===== src/rtl/boot_ld_pkg.sv =====
package boot_ld_pkg;
   typedef enum logic [1:0] {
      LD_IDLE  = 2'd0,
      LD_COPY  = 2'd1,
      LD_FLUSH = 2'd2,
      LD_RUN   = 2'd3
   } ld_state_e;
endpackage


===== src/rtl/ld_byte_fetch.sv =====
module ld_byte_fetch #(
   parameter int             EXT_AW      = 16,
   parameter int             BYTE_W      = 8,
   parameter int             WAIT_CYCLES = 2,
   parameter logic [EXT_AW-1:0] SRC_BASE = '0
) (
   input  logic              clk,
   input  logic              rst_n,
   input  logic              en,
   input  logic [BYTE_W-1:0] ext_data,
   output logic              ext_rd,
   output logic [EXT_AW-1:0] ext_addr,
   output logic              byte_valid,
   output logic [BYTE_W-1:0] byte_data
);
   localparam logic [EXT_AW-1:0] ADDR_ONE = EXT_AW'(1);

   logic [EXT_AW-1:0] addr_q;

   assign ext_rd    = en;
   assign ext_addr  = addr_q;
   assign byte_data = ext_data;

   generate
      if (WAIT_CYCLES == 0) begin : g_nowait
         assign byte_valid = en;
      end else begin : g_wait
         localparam int WAIT_W = $clog2(WAIT_CYCLES + 1);
         localparam logic [WAIT_W-1:0] WAIT_LAST = WAIT_W'(WAIT_CYCLES);
         logic [WAIT_W-1:0] wait_q;

         always_ff @(posedge clk or negedge rst_n) begin
            if (!rst_n) begin
               wait_q <= '0;
            end else if (!en || wait_q == WAIT_LAST) begin
               wait_q <= '0;
            end else begin
               wait_q <= wait_q + WAIT_W'(1);
            end
         end

         assign byte_valid = en && (wait_q == WAIT_LAST);
      end
   endgenerate

   always_ff @(posedge clk or negedge rst_n) begin
      if (!rst_n) begin
         addr_q <= SRC_BASE;
      end else if (byte_valid) begin
         addr_q <= addr_q + ADDR_ONE;
      end
   end

   // address must hold while a read is still waiting
   assert_hold_addr_R3: assert property (@(posedge clk) disable iff (!rst_n)
      (ext_rd && !byte_valid) |=> $stable(ext_addr));

   assert_addr_step_R4: assert property (@(posedge clk) disable iff (!rst_n)
      byte_valid |=> (ext_addr == $past(ext_addr) + ADDR_ONE));
endmodule


===== src/rtl/ld_word_pack.sv =====
module ld_word_pack #(
   parameter int BYTE_W         = 8,
   parameter int BYTES_PER_WORD = 3,
   localparam int WORD_W        = BYTE_W * BYTES_PER_WORD
) (
   input  logic              clk,
   input  logic              rst_n,
   input  logic              byte_valid,
   input  logic [BYTE_W-1:0] byte_data,
   output logic              last_byte,
   output logic              word_valid,
   output logic [WORD_W-1:0] word_data
);
   logic [WORD_W-1:0] shift_q;
   logic              wv_q;

   generate
      if (BYTES_PER_WORD == 1) begin : g_single
         assign last_byte = byte_valid;
         always_ff @(posedge clk or negedge rst_n) begin
            if (!rst_n) shift_q <= '0;
            else if (byte_valid) shift_q <= byte_data;
         end
      end else begin : g_multi
         localparam int IDX_W = $clog2(BYTES_PER_WORD);
         localparam logic [IDX_W-1:0] IDX_LAST = IDX_W'(BYTES_PER_WORD - 1);
         logic [IDX_W-1:0] idx_q;

         assign last_byte = byte_valid && (idx_q == IDX_LAST);

         always_ff @(posedge clk or negedge rst_n) begin
            if (!rst_n) begin
               idx_q   <= '0;
               shift_q <= '0;
            end else if (byte_valid) begin
               shift_q <= {byte_data, shift_q[WORD_W-1:BYTE_W]};
               idx_q   <= (idx_q == IDX_LAST) ? '0 : idx_q + IDX_W'(1);
            end
         end

         // a full word takes several bytes, so strobes cannot touch
         assert_we_pulse_R7: assert property (@(posedge clk) disable iff (!rst_n)
            wv_q |=> !wv_q);
      end
   endgenerate

   always_ff @(posedge clk or negedge rst_n) begin
      if (!rst_n) wv_q <= 1'b0;
      else        wv_q <= last_byte;
   end

   assign word_valid = wv_q;
   assign word_data  = shift_q;
endmodule


===== src/rtl/ld_word_count.sv =====
module ld_word_count #(
   parameter int RAM_AW     = 16,
   parameter int WORD_COUNT = 1000
) (
   input  logic              clk,
   input  logic              rst_n,
   input  logic              word_we,
   output logic [RAM_AW-1:0] word_addr,
   output logic              at_last
);
   localparam logic [RAM_AW-1:0] LAST_ADDR = RAM_AW'(WORD_COUNT - 1);

   logic [RAM_AW-1:0] addr_q;

   always_ff @(posedge clk or negedge rst_n) begin
      if (!rst_n)       addr_q <= '0;
      else if (word_we) addr_q <= addr_q + RAM_AW'(1);
   end

   assign word_addr = addr_q;
   assign at_last   = (addr_q == LAST_ADDR);

   assert_no_overrun_R9: assert property (@(posedge clk) disable iff (!rst_n)
      word_we |-> (32'(addr_q) < WORD_COUNT));
endmodule


===== src/rtl/boot_word_loader.sv =====
module boot_word_loader #(
   parameter int                EXT_AW         = 16,
   parameter int                RAM_AW         = 16,
   parameter int                BYTES_PER_WORD = 3,
   parameter int                WAIT_CYCLES    = 2,
   parameter int                WORD_COUNT     = 1000,
   parameter logic [EXT_AW-1:0] SRC_BASE       = 16'h8000,
   localparam int               BYTE_W         = 8,
   localparam int               WORD_W         = BYTE_W * BYTES_PER_WORD
) (
   input  logic              clk,
   input  logic              rst_n,
   input  logic              start,
   output logic              ext_rd,
   output logic [EXT_AW-1:0] ext_addr,
   input  logic [BYTE_W-1:0] ext_data,
   output logic              ram_we,
   output logic [RAM_AW-1:0] ram_addr,
   output logic [WORD_W-1:0] ram_data,
   output logic              busy,
   output logic              cpu_run
);
   import boot_ld_pkg::*;

   generate
      if (WORD_COUNT < 1 || WORD_COUNT > (2 ** RAM_AW)) begin : g_bad_count
         $error("WORD_COUNT must lie in 1 .. 2**RAM_AW");
      end
      if (BYTES_PER_WORD < 1) begin : g_bad_bpw
         $error("BYTES_PER_WORD must be at least 1");
      end
      if (WAIT_CYCLES < 0) begin : g_bad_wait
         $error("WAIT_CYCLES must not be negative");
      end
      if (longint'(SRC_BASE) + longint'(WORD_COUNT) * BYTES_PER_WORD > (longint'(1) << EXT_AW)) begin : g_bad_span
         $error("image does not fit above SRC_BASE");
      end
   endgenerate

   ld_state_e state_q, state_d;

   logic              fetch_en;
   logic              byte_valid;
   logic [BYTE_W-1:0] byte_data;
   logic              last_byte;
   logic              word_valid;
   logic              at_last;

   assign fetch_en = (state_q == LD_COPY);

   ld_byte_fetch #(
      .EXT_AW      (EXT_AW),
      .BYTE_W      (BYTE_W),
      .WAIT_CYCLES (WAIT_CYCLES),
      .SRC_BASE    (SRC_BASE)
   ) u_fetch (
      .clk        (clk),
      .rst_n      (rst_n),
      .en         (fetch_en),
      .ext_data   (ext_data),
      .ext_rd     (ext_rd),
      .ext_addr   (ext_addr),
      .byte_valid (byte_valid),
      .byte_data  (byte_data)
   );

   ld_word_pack #(
      .BYTE_W         (BYTE_W),
      .BYTES_PER_WORD (BYTES_PER_WORD)
   ) u_pack (
      .clk        (clk),
      .rst_n      (rst_n),
      .byte_valid (byte_valid),
      .byte_data  (byte_data),
      .last_byte  (last_byte),
      .word_valid (word_valid),
      .word_data  (ram_data)
   );

   ld_word_count #(
      .RAM_AW     (RAM_AW),
      .WORD_COUNT (WORD_COUNT)
   ) u_count (
      .clk       (clk),
      .rst_n     (rst_n),
      .word_we   (word_valid),
      .word_addr (ram_addr),
      .at_last   (at_last)
   );

   always_comb begin
      state_d = state_q;
      unique case (state_q)
         LD_IDLE:  if (start)                state_d = LD_COPY;
         LD_COPY:  if (last_byte && at_last) state_d = LD_FLUSH;
         LD_FLUSH:                           state_d = LD_RUN;
         LD_RUN:                             state_d = LD_RUN;
         default:                            state_d = LD_IDLE;
      endcase
   end

   always_ff @(posedge clk or negedge rst_n) begin
      if (!rst_n) state_q <= LD_IDLE;
      else        state_q <= state_d;
   end

   assign ram_we  = word_valid;
   assign busy    = (state_q == LD_COPY) || (state_q == LD_FLUSH);
   assign cpu_run = (state_q == LD_RUN);

   assert_run_sticky_R8: assert property (@(posedge clk) disable iff (!rst_n)
      cpu_run |=> cpu_run);

   assert_run_quiet_R8: assert property (@(posedge clk) disable iff (!rst_n)
      cpu_run |-> (!ext_rd && !ram_we));

   assert_ram_step_R6: assert property (@(posedge clk) disable iff (!rst_n)
      ram_we |=> (ram_addr == $past(ram_addr) + RAM_AW'(1)));

   assert_start_idle_R2: assert property (@(posedge clk) disable iff (!rst_n)
      (!busy && !cpu_run && start) |=> busy);
endmodule


===== config.mk =====
export PLATFORM = sky130hd
export DESIGN_NAME = boot_word_loader
export DESIGN_NICKNAME = d
export VERILOG_FILES = /design/src/rtl/boot_ld_pkg.sv /design/src/rtl/ld_byte_fetch.sv /design/src/rtl/ld_word_pack.sv /design/src/rtl/ld_word_count.sv /design/src/rtl/boot_word_loader.sv
export SDC_FILE = /design/constraint.sdc
export NUM_CORES = 1
export LEC_CHECK = 0
export BUFFER_PORTS_ARGS = -buffer_cell sky130_fd_sc_hd__buf_4
export CORE_UTILIZATION = 37
export CTS_CLUSTER_SIZE = 14
export DETAILED_ROUTE_END_ITERATION = 10
export MAX_ROUTING_LAYER = met4
export PLACE_DENSITY = 0.62
export SETUP_SLACK_MARGIN = 0.5
export SLEW_MARGIN = 20
export SYNTH_ARGS = -nofsm -noshare
export SYNTH_HDL_FRONTEND = slang
export SYNTH_SLANG_ARGS = --single-unit

===== constraint.sdc =====
create_clock -name clk -period 2.47 [get_ports clk]
set_input_delay 0.3705 -clock clk [delete_from_list [all_inputs] [get_ports clk]]
set_output_delay 0.3705 -clock clk [all_outputs]
set_load 0.005 [all_outputs]

== Yosys cells after proc, flatten, opt, wreduce, memory -nomap -nowiden ==
Index checks and enable logic that the tools add are counted.

* Register bits: 63
* Bits of input ports: 11
* Word-level logic and storage cells: 33

* Add/sub/neg operators: 4
* Equal/unequal tests: 8
* Mux-type cells: 5
* Reduce and logical (&&, ||, !) cells: 9

{| class="wikitable"
|+ Operator list
! cell !! number
|-
| adder 16 x 1 -> 16 bit (second input constant) || 2
|-
| equality test 16 x 10 -> 1 bit (second input constant) || 1
|-
| equality test 2 bit (second input constant) || 4
|-
| 2-to-1 mux 2 bit || 4
|-
| case mux 2 bit (3 select lines) || 1
|-
| adder 2 x 1 -> 2 bit (second input constant) || 2
|-
| inequality test 2 bit (second input constant) || 2
|-
| logical AND 1 bit || 3
|-
| equality test 2 x 1 -> 1 bit (second input constant) || 1
|-
| logical NOT 2 bit || 1
|-
| logical OR 1 bit || 2
|-
| AND reduction 2 bit || 1
|-
| OR reduction 2 bit || 1
|-
| logical NOT 1 bit || 1
|}

== Depth between registers and ports, before layout ==
* Depth in word-level cells: 6
* Mapped depth: 7
* Depth with buffers taken out: 6

== By module ==
A second synthesis with hierarchy kept.

* Cell total of the unflattened synthesis: 208
* Area total of the unflattened synthesis: 2798.9 µm²

{| class="wikitable"
|+ By module, submodules not included
! module !! times used !! cells an instance !! area each (µm²) !! sequential area each (µm²)
|-
| ld_word_pack || 1 || 60 || 1011.0 || 675.6
|-
| ld_byte_fetch || 1 || 73 || 855.8 || 451.7
|-
| ld_word_count || 1 || 61 || 765.7 || 400.4
|-
| boot_word_loader || 1 || 14 || 166.4 || 50.0
|}

== Worst setup path after synthesis ==
OpenSTA, ideal clock, no wires.

* Path kind: register to register
* From: reg state_q[1]
* To: reg u_fetch.addr_q[1] (netlist: u_fetch.ext_addr[1])
* Library setup time: 0.125 ns
* Data arrival time: 1.727 ns
* Data required time: 2.345 ns
* Slack: 0.618 ns
* Stages on the path, launching flop included: 7
* Buffers on the path: 2
* Clock period less this slack: 1.852 ns
* Cell sequence: dfrtp_1 inv_1 ha_1 buf_2 and2_0 clkbuf_1 mux2_2

* Cells in the longest elaborated chain, start to end: 2

{| class="wikitable"
|+ Ends and longest elaborated chain
! what !! RTL line !! RTL
|-
| start: declaration || boot_word_loader.sv:40 || <nowiki>ld_state_e state_q, state_d;</nowiki>
|-
| start signal: assignment || boot_word_loader.sv:104 || <nowiki>else state_q <= state_d;</nowiki>
|-
| equality test 2 x 1 -> 1 bit || boot_word_loader.sv:49 || <nowiki>assign fetch_en = (state_q == LD_COPY);</nowiki>
|-
| via ext_rd || boot_word_loader.sv:14 || <nowiki>output logic ext_rd,</nowiki>
|-
| logical AND 1 bit || ld_byte_fetch.sv:42 || <nowiki>assign byte_valid = en && (wait_q == WAIT_LAST);</nowiki>
|-
| end signal: assignment || ld_byte_fetch.sv:50 || <nowiki>addr_q <= addr_q + ADDR_ONE;</nowiki>
|-
| end: declaration || ld_byte_fetch.sv:18 || <nowiki>logic [EXT_AW-1:0] addr_q;</nowiki>
|}

The timed path passes the listed nets, and every way through them passes these cells.
A chain may end at the register's enable or synchronous reset.

== Worst setup path after layout ==
* From: reg state_q[1]
* To: reg u_fetch.addr_q[12] (netlist: u_fetch.ext_addr[12])

* Cells in the longest elaborated chain, start to end: 2

{| class="wikitable"
|+ Ends and longest elaborated chain
! what !! RTL line
|-
| equality test 2 x 1 -> 1 bit || boot_word_loader.sv:49
|-
| logical AND 1 bit || ld_byte_fetch.sv:42
|}

Every way passes these cells.

==> summary.txt <==
Logic synthesis
  – Sequential share of the synthesized area: between 50% and 60%
  – Avg Inst Size Synth: ~13 µm²
  – Register bit count reported by yosys: between 60 and 70
  – Synth unique cells: 32
  – Cells after synthesis: 203
  – Area contributors post-synth: dfrtp_1, mux2_2, xnor2_1
  – Synthesized area: ~0.0027 mm²
  – Main flop type after synthesis: dfrtp_1
  – Syn Nets: around 220
  – Cell accounting for the most synthesized area: dfrtp_1
  – Post-synth top area share: roughly three fifths
  – Syn. warnings: 0
  – EDFF count, synth: 0
  – Async SR Flop Fraction: 100%

Timing
  – Hold Slack: ~0.12 ns
  – Final slew viol count: 0
  – Unrepaired setup endpoints after global routing: false
  – Setup TNS: 0 ns
  – Final min period: about 1.8 ns
  – # setup viols final: 0
  – Rel. slew slack: 48.6%
  – Skew final: roughly 0.0083 ns
  – Crit share post-route: between 70% and 80%
  – Hold Vio Cnt, Final: 0
  – Fmax: about 0.56 GHz
  – Worst-Margin Slew: 0.770 ns

CTS
  – CTS tree: done
  – Resized cells post-CTS: 0
  – Number of CTS-inserted buffers: 9
  – Clock latency on the worst-skew pair: between 0.3 and 0.4 ns
  – Clock root cell: clkbuf_8
  – Worst-path clk slew: ~0.070 ns
  – CTS HTree Levels: 3
  – Sink Count: 63
  – # Post-CTS Setup Buffers: 0
  – Clk buf depth: 2
  – CTS Hold Buffers Added: 0

Global routing
  – Total grt overflow: 0
  – Global Route Usage Sum: 15.2%
  – First-pass GRT wire length: approximately 8.3 mm
  – Vias in the first global route: 1763
  – Initial antenna violation count: 0
  – Largest net degree at the start of global routing: 64

Route
  – Met2 wire length: approximately 2.2 mm
  – Antenna viol nets, final: 0
  – Highest metal used: met4
  – Drt initial violations: 69
  – WL met3: ~290 µm
  – Vias per inst: between 4 and 5
  – Router iterations before antenna repair: 4
  – Post-route DRC violation count: 0
  – Total length of routed wires: roughly 5 mm
  – Total number of vias: about 1800
  – DR WL/cell: roughly 13 µm
  – Wl on met1: roughly 2.3 mm

Floorplan
  – DIE HEIGHT: just under 90 µm
  – Ports: about 70
  – Die Wd: ~87 µm
  – Core ar.: a little under 0.007 mm²
  – Die area: approximately 0.0075 mm²
  – Initial core utilization: about two fifths
  – Std-Cell Rows: 30

Critical path
  – Worst EP arrival: approximately 2 ns
  – R2R Setup Slk: around 0.67 ns
  – Max incr delay on CP: 0.40 ns
  – Worst reg-to-reg path cell count: 6
  – Crit path required time: about 2.7 ns
  – CP Cell Sequence: inv_1, ha_2, and4_1, nand4_1, nor3_1, xor2_1
  – Slowest library cell on the worst path: dfrtp_1
  – Crit path launch type: register
  – CP Capture Type: register
  – Setup Crit Path Kind: register to register
  – Worst Path Max Fanout: 10

Place
  – IO buf count: 70
  – Hpwl dp: about 3.4 mm
  – Placer Congestion: about 0.74

Final layout
  – Area delta synth->final: 32.0%
  – N_diodes: 0
  – Nets: between 300 and 400
  – Fraction of layout cells with a size suffix above 1: 42.4%

Power and ir drop
  – Pwr Density: about 570 mW/mm²
  – Leak: around 1.7 nW
  – Total Power: around 2.0 mW
  – Max VDD drop: around 0.00029 V

Status
  – Status: finished, final reports clean

Flow run
  – Max-Cap Viols: 0

Worst hold path
  – Worst hold path type: input pin to asynchronous set/reset pin
==> worst max-delay path, delay by kind of cell, from the launching register on <==
family	cells	cell delay [ns]
XOR/XNOR	1	0.16
buffers and inverters	1	0.13
flip-flops	1	0.40
AND/OR/NAND/NOR	3	0.76
adder cells (fa/ha/maj)	1	0.29
==> worst paths after layout <==
path | start | end
max | state_q[1] | u_fetch.ext_addr[12]
min | rst_n | u_pack.word_data[6]
max reg2reg | state_q[1] | u_fetch.ext_addr[12]
min reg2reg | u_fetch.g_wait.wait_q[0] | u_fetch.g_wait.wait_q[0]
max in group asynchronous | rst_n | u_count.word_addr[12]
min in group clk | ext_data[6] | u_pack.word_data[22]
==> report_power, final <==
part           internal (mW)  switching, mW  leakage (nW)
Sequential              1.05         0.0133         0.791
Combinational         0.0473         0.0341         0.801
Clock                  0.489          0.369         0.100
==> flip-flops by register name (all words and copies together), names as in the netlist <==
signal and cells:
u_fetch.ext_addr 16, u_pack.g_multi.idx_q 2, u_pack.word_valid 1, u_pack.word_data 24, u_fetch.g_wait.wait_q 2, u_count.word_addr 16, state_q 2
==> layout make-up <==
type	count	area, µm²
fill	656	3360
tap	96	120
inverter	6	22.5
clock buffer	12	145
sequential	63	1580
clock inverter	4	45.0
timing repair buffer	72	541
multi-input combinational	131	1060
==> synth_stat cells (3+ instances only) <==
cell,count
mux2_2,27
xnor2_1,19
xor2_1,11
nand2_1,14
nand3_1,7
nor2_1,9
ha_1,7
inv_1,6
nor3_1,3
nand4_1,10
dfrtp_1,62
==> placed cells by master (no fill, tap or decap), types with 2 or more instances in the layout <==
master and n:
xnor2_1 19, clkbuf_1 2, clkinv_2 3, nor2_1 9, nand4_1 10, ha_1 6, inv_1 6, dfrtp_1 62
or4b_1 2, nand3_1 7, buf_4 72, nor3_1 3, clkbuf_8 10, and3_1 2, o21ai_1 2, nand2_1 14
and4_1 2, xor2_1 11, mux2_2 27, nand2b_1 2, and4_2 2
==> stage by stage <==
step                      setup slack [ns]  instance area (µm²)  util, %  std cells
after floorplan                      0.618                 2660        -        203
after global placement               0.593                 3300     48.1        368
after detailed placement             0.523                 3300     48.1        368
after CTS                            0.504                 3490     50.9        384
after global routing                 0.521                 3510     51.1        384
final                                0.671                 3510     51.1        384
==> routing by layer <==
layer	global-route usage, %	vias up
li1	-	864
met1	19.1	885
met2	22.1	51
met3	4.57	6
met4	8.18	0
met5	-	-
==> cell families after synthesis <==
kind of cell               share of synthesized area [%]
muxes                                               11.8
DFF                                                 59.4
adders and majority gates                           3.30
AOI/OAI and AO/OA                                  0.894
xor gates and xnor gates                            9.89
and+or+nand+nor                                     13.4
buffers and inverters                               1.37
Power figures use the tool's default switching activity.
